$ cat src/rtl/irq_mask_pkg.sv
package irq_mask_pkg;
  localparam int unsigned DW      = 8;
  localparam int unsigned N_BANK  = 3;
  localparam int unsigned AW      = 3;
  localparam int unsigned BANK_A  = 0;
  localparam int unsigned BANK_B  = 1;
  localparam int unsigned BANK_D  = 2;
  localparam int unsigned EN_BASE = 3;
  localparam int unsigned ATN_BIT = 3;
  // nonfatal sets per bank, independent of mode
  localparam logic [DW-1:0] NF_A = 8'b0000_0111;
  localparam logic [DW-1:0] NF_B = 8'b0000_0011;
  localparam logic [DW-1:0] NF_D = 8'b0000_0001;
  typedef logic [N_BANK-1:0][DW-1:0] bank_vec_t;
endpackage

$ cat src/rtl/irq_src_class.sv
module irq_src_class
  import irq_mask_pkg::*;
(
  input  logic      target_mode_i,
  input  logic      atn_nohalt_i,
  output bank_vec_t fatal_o
);
  logic [DW-1:0] nf_a;

  always_comb begin
    nf_a = NF_A;
    if (target_mode_i && atn_nohalt_i) nf_a[ATN_BIT] = 1'b1;
    fatal_o[BANK_A] = ~nf_a;
    fatal_o[BANK_B] = ~NF_B;
    fatal_o[BANK_D] = ~NF_D;
  end
endmodule

$ cat src/rtl/irq_stat_bank.sv
module irq_stat_bank #(
  parameter int unsigned W = 8
) (
  input  logic         clk_i,
  input  logic         rst_ni,
  input  logic [W-1:0] evt_i,
  input  logic         clr_i,
  output logic [W-1:0] stat_o
);
  logic [W-1:0] stat_q;

  always_ff @(posedge clk_i or negedge rst_ni) begin
    if (!rst_ni)    stat_q <= '0;
    else if (clr_i) stat_q <= evt_i;  // simultaneous event survives the clear
    else            stat_q <= stat_q | evt_i;
  end

  assign stat_o = stat_q;

  a_r1_event_latches: assert property (@(posedge clk_i) disable iff (!rst_ni)
    (evt_i != '0) |=> ((stat_o & $past(evt_i)) == $past(evt_i)));

  a_r2_read_clears: assert property (@(posedge clk_i) disable iff (!rst_ni)
    clr_i |=> (stat_o == $past(evt_i)));
endmodule

$ cat src/rtl/irq_mask_ctrl.sv
module irq_mask_ctrl
  import irq_mask_pkg::*;
(
  input  logic          clk_i,
  input  logic          rst_ni,
  input  logic          target_mode_i,
  input  logic          atn_nohalt_i,
  input  logic [DW-1:0] scsi_a_evt_i,
  input  logic [DW-1:0] scsi_b_evt_i,
  input  logic [DW-1:0] dma_evt_i,
  input  logic          reg_we_i,
  input  logic          reg_re_i,
  input  logic [AW-1:0] reg_addr_i,
  input  logic [DW-1:0] reg_wdata_i,
  output logic [DW-1:0] reg_rdata_o,
  output logic          scsi_pend_o,
  output logic          irq_no,
  output logic          halt_o
);
  bank_vec_t evt, stat, en_q, fatal;
  logic [N_BANK-1:0] clr, live, fatal_hit;
  logic halt_q;

  assign evt[BANK_A] = scsi_a_evt_i;
  assign evt[BANK_B] = scsi_b_evt_i;
  assign evt[BANK_D] = dma_evt_i;

  irq_src_class u_class (
    .target_mode_i (target_mode_i),
    .atn_nohalt_i  (atn_nohalt_i),
    .fatal_o       (fatal)
  );

  for (genvar b = 0; b < N_BANK; b++) begin : g_bank
    assign clr[b] = reg_re_i && (reg_addr_i == AW'(b));

    irq_stat_bank #(.W(DW)) u_stat (
      .clk_i  (clk_i),
      .rst_ni (rst_ni),
      .evt_i  (evt[b]),
      .clr_i  (clr[b]),
      .stat_o (stat[b])
    );

    always_ff @(posedge clk_i or negedge rst_ni) begin
      if (!rst_ni) en_q[b] <= '0;
      else if (reg_we_i && reg_addr_i == AW'(EN_BASE + b)) en_q[b] <= reg_wdata_i;
    end

    assign live[b]      = |(stat[b] & en_q[b]);
    assign fatal_hit[b] = |(evt[b] & fatal[b]);
  end

  // halt ignores the mask: a fatal source always stops the engine
  always_ff @(posedge clk_i or negedge rst_ni) begin
    if (!rst_ni) halt_q <= 1'b0;
    else         halt_q <= |fatal_hit;
  end

  assign halt_o      = halt_q;
  assign scsi_pend_o = live[BANK_A] | live[BANK_B];
  assign irq_no      = ~(scsi_pend_o | live[BANK_D]);

  always_comb begin
    reg_rdata_o = '0;
    for (int b = 0; b < N_BANK; b++) begin
      if (reg_addr_i == AW'(b))           reg_rdata_o = stat[b];
      if (reg_addr_i == AW'(EN_BASE + b)) reg_rdata_o = en_q[b];
    end
  end

  a_r6_fatal_halts: assert property (@(posedge clk_i) disable iff (!rst_ni)
    (|fatal_hit) |=> halt_o);

  a_r6_nonfatal_runs: assert property (@(posedge clk_i) disable iff (!rst_ni)
    (fatal_hit == '0) |=> !halt_o);

  a_r8_quiet_when_masked: assert property (@(posedge clk_i) disable iff (!rst_ni)
    (((stat[BANK_A] & en_q[BANK_A]) == '0) && ((stat[BANK_B] & en_q[BANK_B]) == '0)
     && ((stat[BANK_D] & en_q[BANK_D]) == '0)) |-> irq_no);

  a_r7_pend_drives_irq: assert property (@(posedge clk_i) disable iff (!rst_ni)
    scsi_pend_o |-> !irq_no);
endmodule

$ cat config.mk
export PLATFORM = sky130hd
export DESIGN_NAME = irq_mask_ctrl
export DESIGN_NICKNAME = d
export VERILOG_FILES = /design/src/rtl/irq_mask_pkg.sv /design/src/rtl/irq_src_class.sv /design/src/rtl/irq_stat_bank.sv /design/src/rtl/irq_mask_ctrl.sv
export SDC_FILE = /design/constraint.sdc
export NUM_CORES = 1
export LEC_CHECK = 0
export ABC_AREA = 0
export BUFFER_PORTS_ARGS = -buffer_cell sky130_fd_sc_hd__buf_2
export CORE_AREA = 2 2 55 96
export DETAILED_ROUTE_END_ITERATION = 8
export DIE_AREA = 0 0 57 98
export GPL_TIMING_DRIVEN = 0
export PLACE_DENSITY = 0.7
export SLEW_MARGIN = 10
export SYNTH_ARGS = -nofsm -noshare
export SYNTH_HDL_FRONTEND = slang
export SYNTH_SLANG_ARGS = --single-unit
$ cat constraint.sdc
create_clock -name clk_i -period 1.5 [get_ports clk_i]
set_input_delay 0.3 -clock clk_i [delete_from_list [all_inputs] [get_ports clk_i]]
set_output_delay 0.3 -clock clk_i [all_outputs]
set_load 0.02 [all_outputs]
==> results.toml <==
[placed_design]
dp.cells = 299
gp_congestion = 0.882
port_buffers = 51
dp.final_hpwl_um = 4560
minimum_setup_slack_after_placement_ns = -0.437

[routing]
drc_errors = 0
route.final.wire_length_um = 6810
detailroute.via_count = 1989
ant_nets = 0
post_drt_via_cell_ratio = 6.25
detail_route.wl_per_cell_um = 21.4
drt_pre_antenna_iters = 4
drtIter0Drc = 108

[pwr]
vdd_ir_drop_max_mv = 0.830
cellLeakagePower_nw = 1.32
cellPowerDensity_mw_per_mm2 = 1030

[cts]
clock_insertion_delay_worst_skew_ns = 0.29
cts-hold-fix-buffers = 0
clock_sink_count = 49
tritoncts = "done"
clock_tree.buffer_depth = 2
ctsHtreeMaxLevel = 2
numCtsBuffers = 5
cts-root-buf = "sky130_fd_sc_hd__clkbuf_8"
cts.clk_slew.worst_paths_ns = 0.09

[critical_path]
worst_ep_arrival_time_ns = 1.66
worst_r2r_endpoint = "en_q[13]"
cp.required_ns = 1.20
r2r.worst_path.cells = 2
critical_path_buf_inv_count = 1
worstSetupEndpoint = "irq_no"
worstSetupStartpoint = "g_bank[2].u_stat.stat_o[2]"
slowest_stage_cell_cp = "sky130_fd_sc_hd__dfrtp_1"
critical_path.cell_chain = "a22o_1, a221oi_1, nand3_1, nor2_4, buf_6"
crit_fanout = 3
ff2ff_setup_slack_ns = 0.58
critPathKind = "reg2out"
worst_path_dominant_cell_family = "compound AO/OA/AOI/OAI gates"
cp_endpoint_kind = "primary output"
timing.critical_path.from_type = "flop"
critical_path.reg2reg.startpoint = "en_q[13]"
worst_path_largest_cell_delay_ns = 0.43
cp.depth = 5

[layout]
final_cells = 318
finalNetCount = 305
antenna-diode-count = 0
flow.area_growth_from_synthesis_pct = 34.4
number_of_fillers_in_the_final_layout = 402
drive_gt1_frac = 0.504

[floorplan]
core_mm2 = 0.00485
start_util = 0.478
die-width_um = 57
floorplan.rows = 34
io_pins = 52
die-area_mm2 = 0.00559
die_h_um = 98

[global_route]
gr-usage-all-layers = 0.256
grt_max_degree = 50
grt_remaining_overflow = 0
wire_length_of_the_first_global_routing_pass_um = 10600
first_global_vias = 2044
grt_antenna_before_repair = 0

[yosys]
ys.warnings.count = 0
post_synth_inst_count = 194
synth.ff_latch_count = 49
synth_cell_types = 26
avgSynthCellArea_um2 = 11.9
synth_area_mm2 = 0.00232
total_nets_after_synthesis = 235
yosysSeqAreaShare = 0.529

[timing]
period_needed_ns = 1.96
final_min_period_over_clock_period = 1.31
finalClockSkew_ns = 0
slew_headroom = 0.291
drv_slew = 0
setup_ws_ns = -0.462
worst_pin_slew_ns = 1.06
maxClockFrequency_mhz = 510
report.final.setup_viol = 10
setup_repair_after_global_routing_missed_its_margin = "yes"
final_hold_violation_count = 0
setup_tns_ns = -2.10

[outcome]
run_status = "finished with violations"
violations = "negative setup slack"

[run]
drv_cap = 0

[min_path]
worstHoldPathType = "in2reg"
==> what timing repair did <==
action	CTS	global route
setup buffers	8	2
gates resized for setup	35	8
endpoints found under the setup margin	11	11
cloned	3	0
hold endpoints to repair	0	0
pin swaps	12	6
==> state kept, by name, summed over array words and instances, names as in the netlist <==
signal	flops
halt_o	1
en_q	24
g_bank.u_stat.stat_o	24
==> cell families after synthesis <==
group / after synthesis / synth area share
AND/OR/NAND/NOR: 35 / 0.0778
buffers and inverters: 9 / 0.0200
multiplexers: 40 / 0.186
AO/OA/AOI/OAI: 61 / 0.187
flip-flops: 49 / 0.529
==> stage by stage <==
stage | total power, mW | cell area [um^2] | hold slack, ns | utilization
after floorplan | 2.05 | 2390 | 0.00441 | -
after global placement | 2.28 | 2720 | 0.477 | 0.560
after detailed placement | 2.30 | 2720 | 0.483 | 0.560
after CTS | 3.20 | 3080 | 0.168 | 0.635
after global routing | 3.36 | 3110 | 0.168 | 0.642
final | 3.21 | 3110 | 0.169 | 0.642
==> synth_stat cells (all sizes together) <==
library cell / count / share of area
dfrtp: 49 / 0.53
or4: 2 / 0.0065
a211oi: 8 / 0.026
nor4: 2 / 0.0054
a21o: 24 / 0.078
nor2b: 3 / 0.0081
a221oi: 5 / 0.019
a22o: 5 / 0.019
a22oi: 2 / 0.0065
clkbuf: 2 / 0.0032
nand4b: 1 / 0.0065
and3: 1 / 0.0027
buf: 7 / 0.017
a2111oi: 1 / 0.0038
nand3: 3 / 0.0086
mux2i: 16 / 0.069
nor2: 18 / 0.029
nand2: 3 / 0.0049
nand4: 1 / 0.0027
nand3b: 1 / 0.0032
mux2: 24 / 0.12
a21oi: 16 / 0.035
==> cell type report <==
class	count	area (um^2)	area share
buffer	9	108	0.0346
timing repair buffer	63	452	0.145
clock buffer	7	86.3	0.0277
tap	54	67.6	0.0217
multi-input combinational	136	1170	0.376
sequential	49	1230	0.394
==> metal layers <==
| layer | share of wire | GRT usage | vias up |
|---|---|---|---|
| met4 | 0.049 | 0.145 | 0 |
| li1 | - | - | 868 |
| met2 | 0.51 | 0.420 | 99 |
| met5 | 0 | 0 | - |
| met3 | 0.062 | 0.0397 | 21 |
| met1 | 0.38 | 0.315 | 1001 |
==> worst min-delay path by stage <==
| stage | startpoint | endpoint | depth (start not counted) |
|---|---|---|---|
| finish | dma_evt_i[0] | g_bank[2].u_stat.stat_o[0] | 2 |
| global route | scsi_b_evt_i[1] | g_bank[1].u_stat.stat_o[1] | 2 |
| floorplan | rst_ni | en_q[0] | 0 |
| CTS | dma_evt_i[0] | g_bank[2].u_stat.stat_o[0] | 2 |
| detailed placement | scsi_a_evt_i[0] | g_bank[0].u_stat.stat_o[0] | 2 |
| global placement | scsi_a_evt_i[2] | g_bank[0].u_stat.stat_o[2] | 2 |
==> placed cells by master, fill, tap and decap left out, types with 3 or more instances in the layout <==
master	instances
sky130_fd_sc_hd__buf_2	46
sky130_fd_sc_hd__a221oi_2	4
sky130_fd_sc_hd__nand2_1	3
sky130_fd_sc_hd__a21oi_1	3
sky130_fd_sc_hd__a21oi_2	13
sky130_fd_sc_hd__buf_12	3
sky130_fd_sc_hd__nor2_1	17
sky130_fd_sc_hd__a211oi_2	8
sky130_fd_sc_hd__a22o_1	5
sky130_fd_sc_hd__buf_4	13
sky130_fd_sc_hd__mux2_2	24
sky130_fd_sc_hd__dfrtp_1	48
sky130_fd_sc_hd__nor2b_1	3
sky130_fd_sc_hd__clkbuf_8	8
sky130_fd_sc_hd__buf_6	3
sky130_fd_sc_hd__mux2i_1	16
sky130_fd_sc_hd__a21o_1	23
==> report_power, final <==
part | switching [mW] | total (mW) | leakage [nW] | internal [mW]
Combinational | 0.347 | 0.766 | 0.765 | 0.419
Sequential | 0.175 | 1.66 | 0.515 | 1.49
Clock | 0.418 | 0.785 | 0.0443 | 0.367
Total | 0.940 | 3.21 | 1.32 | 2.27
(Power assumes the default switching activity.)
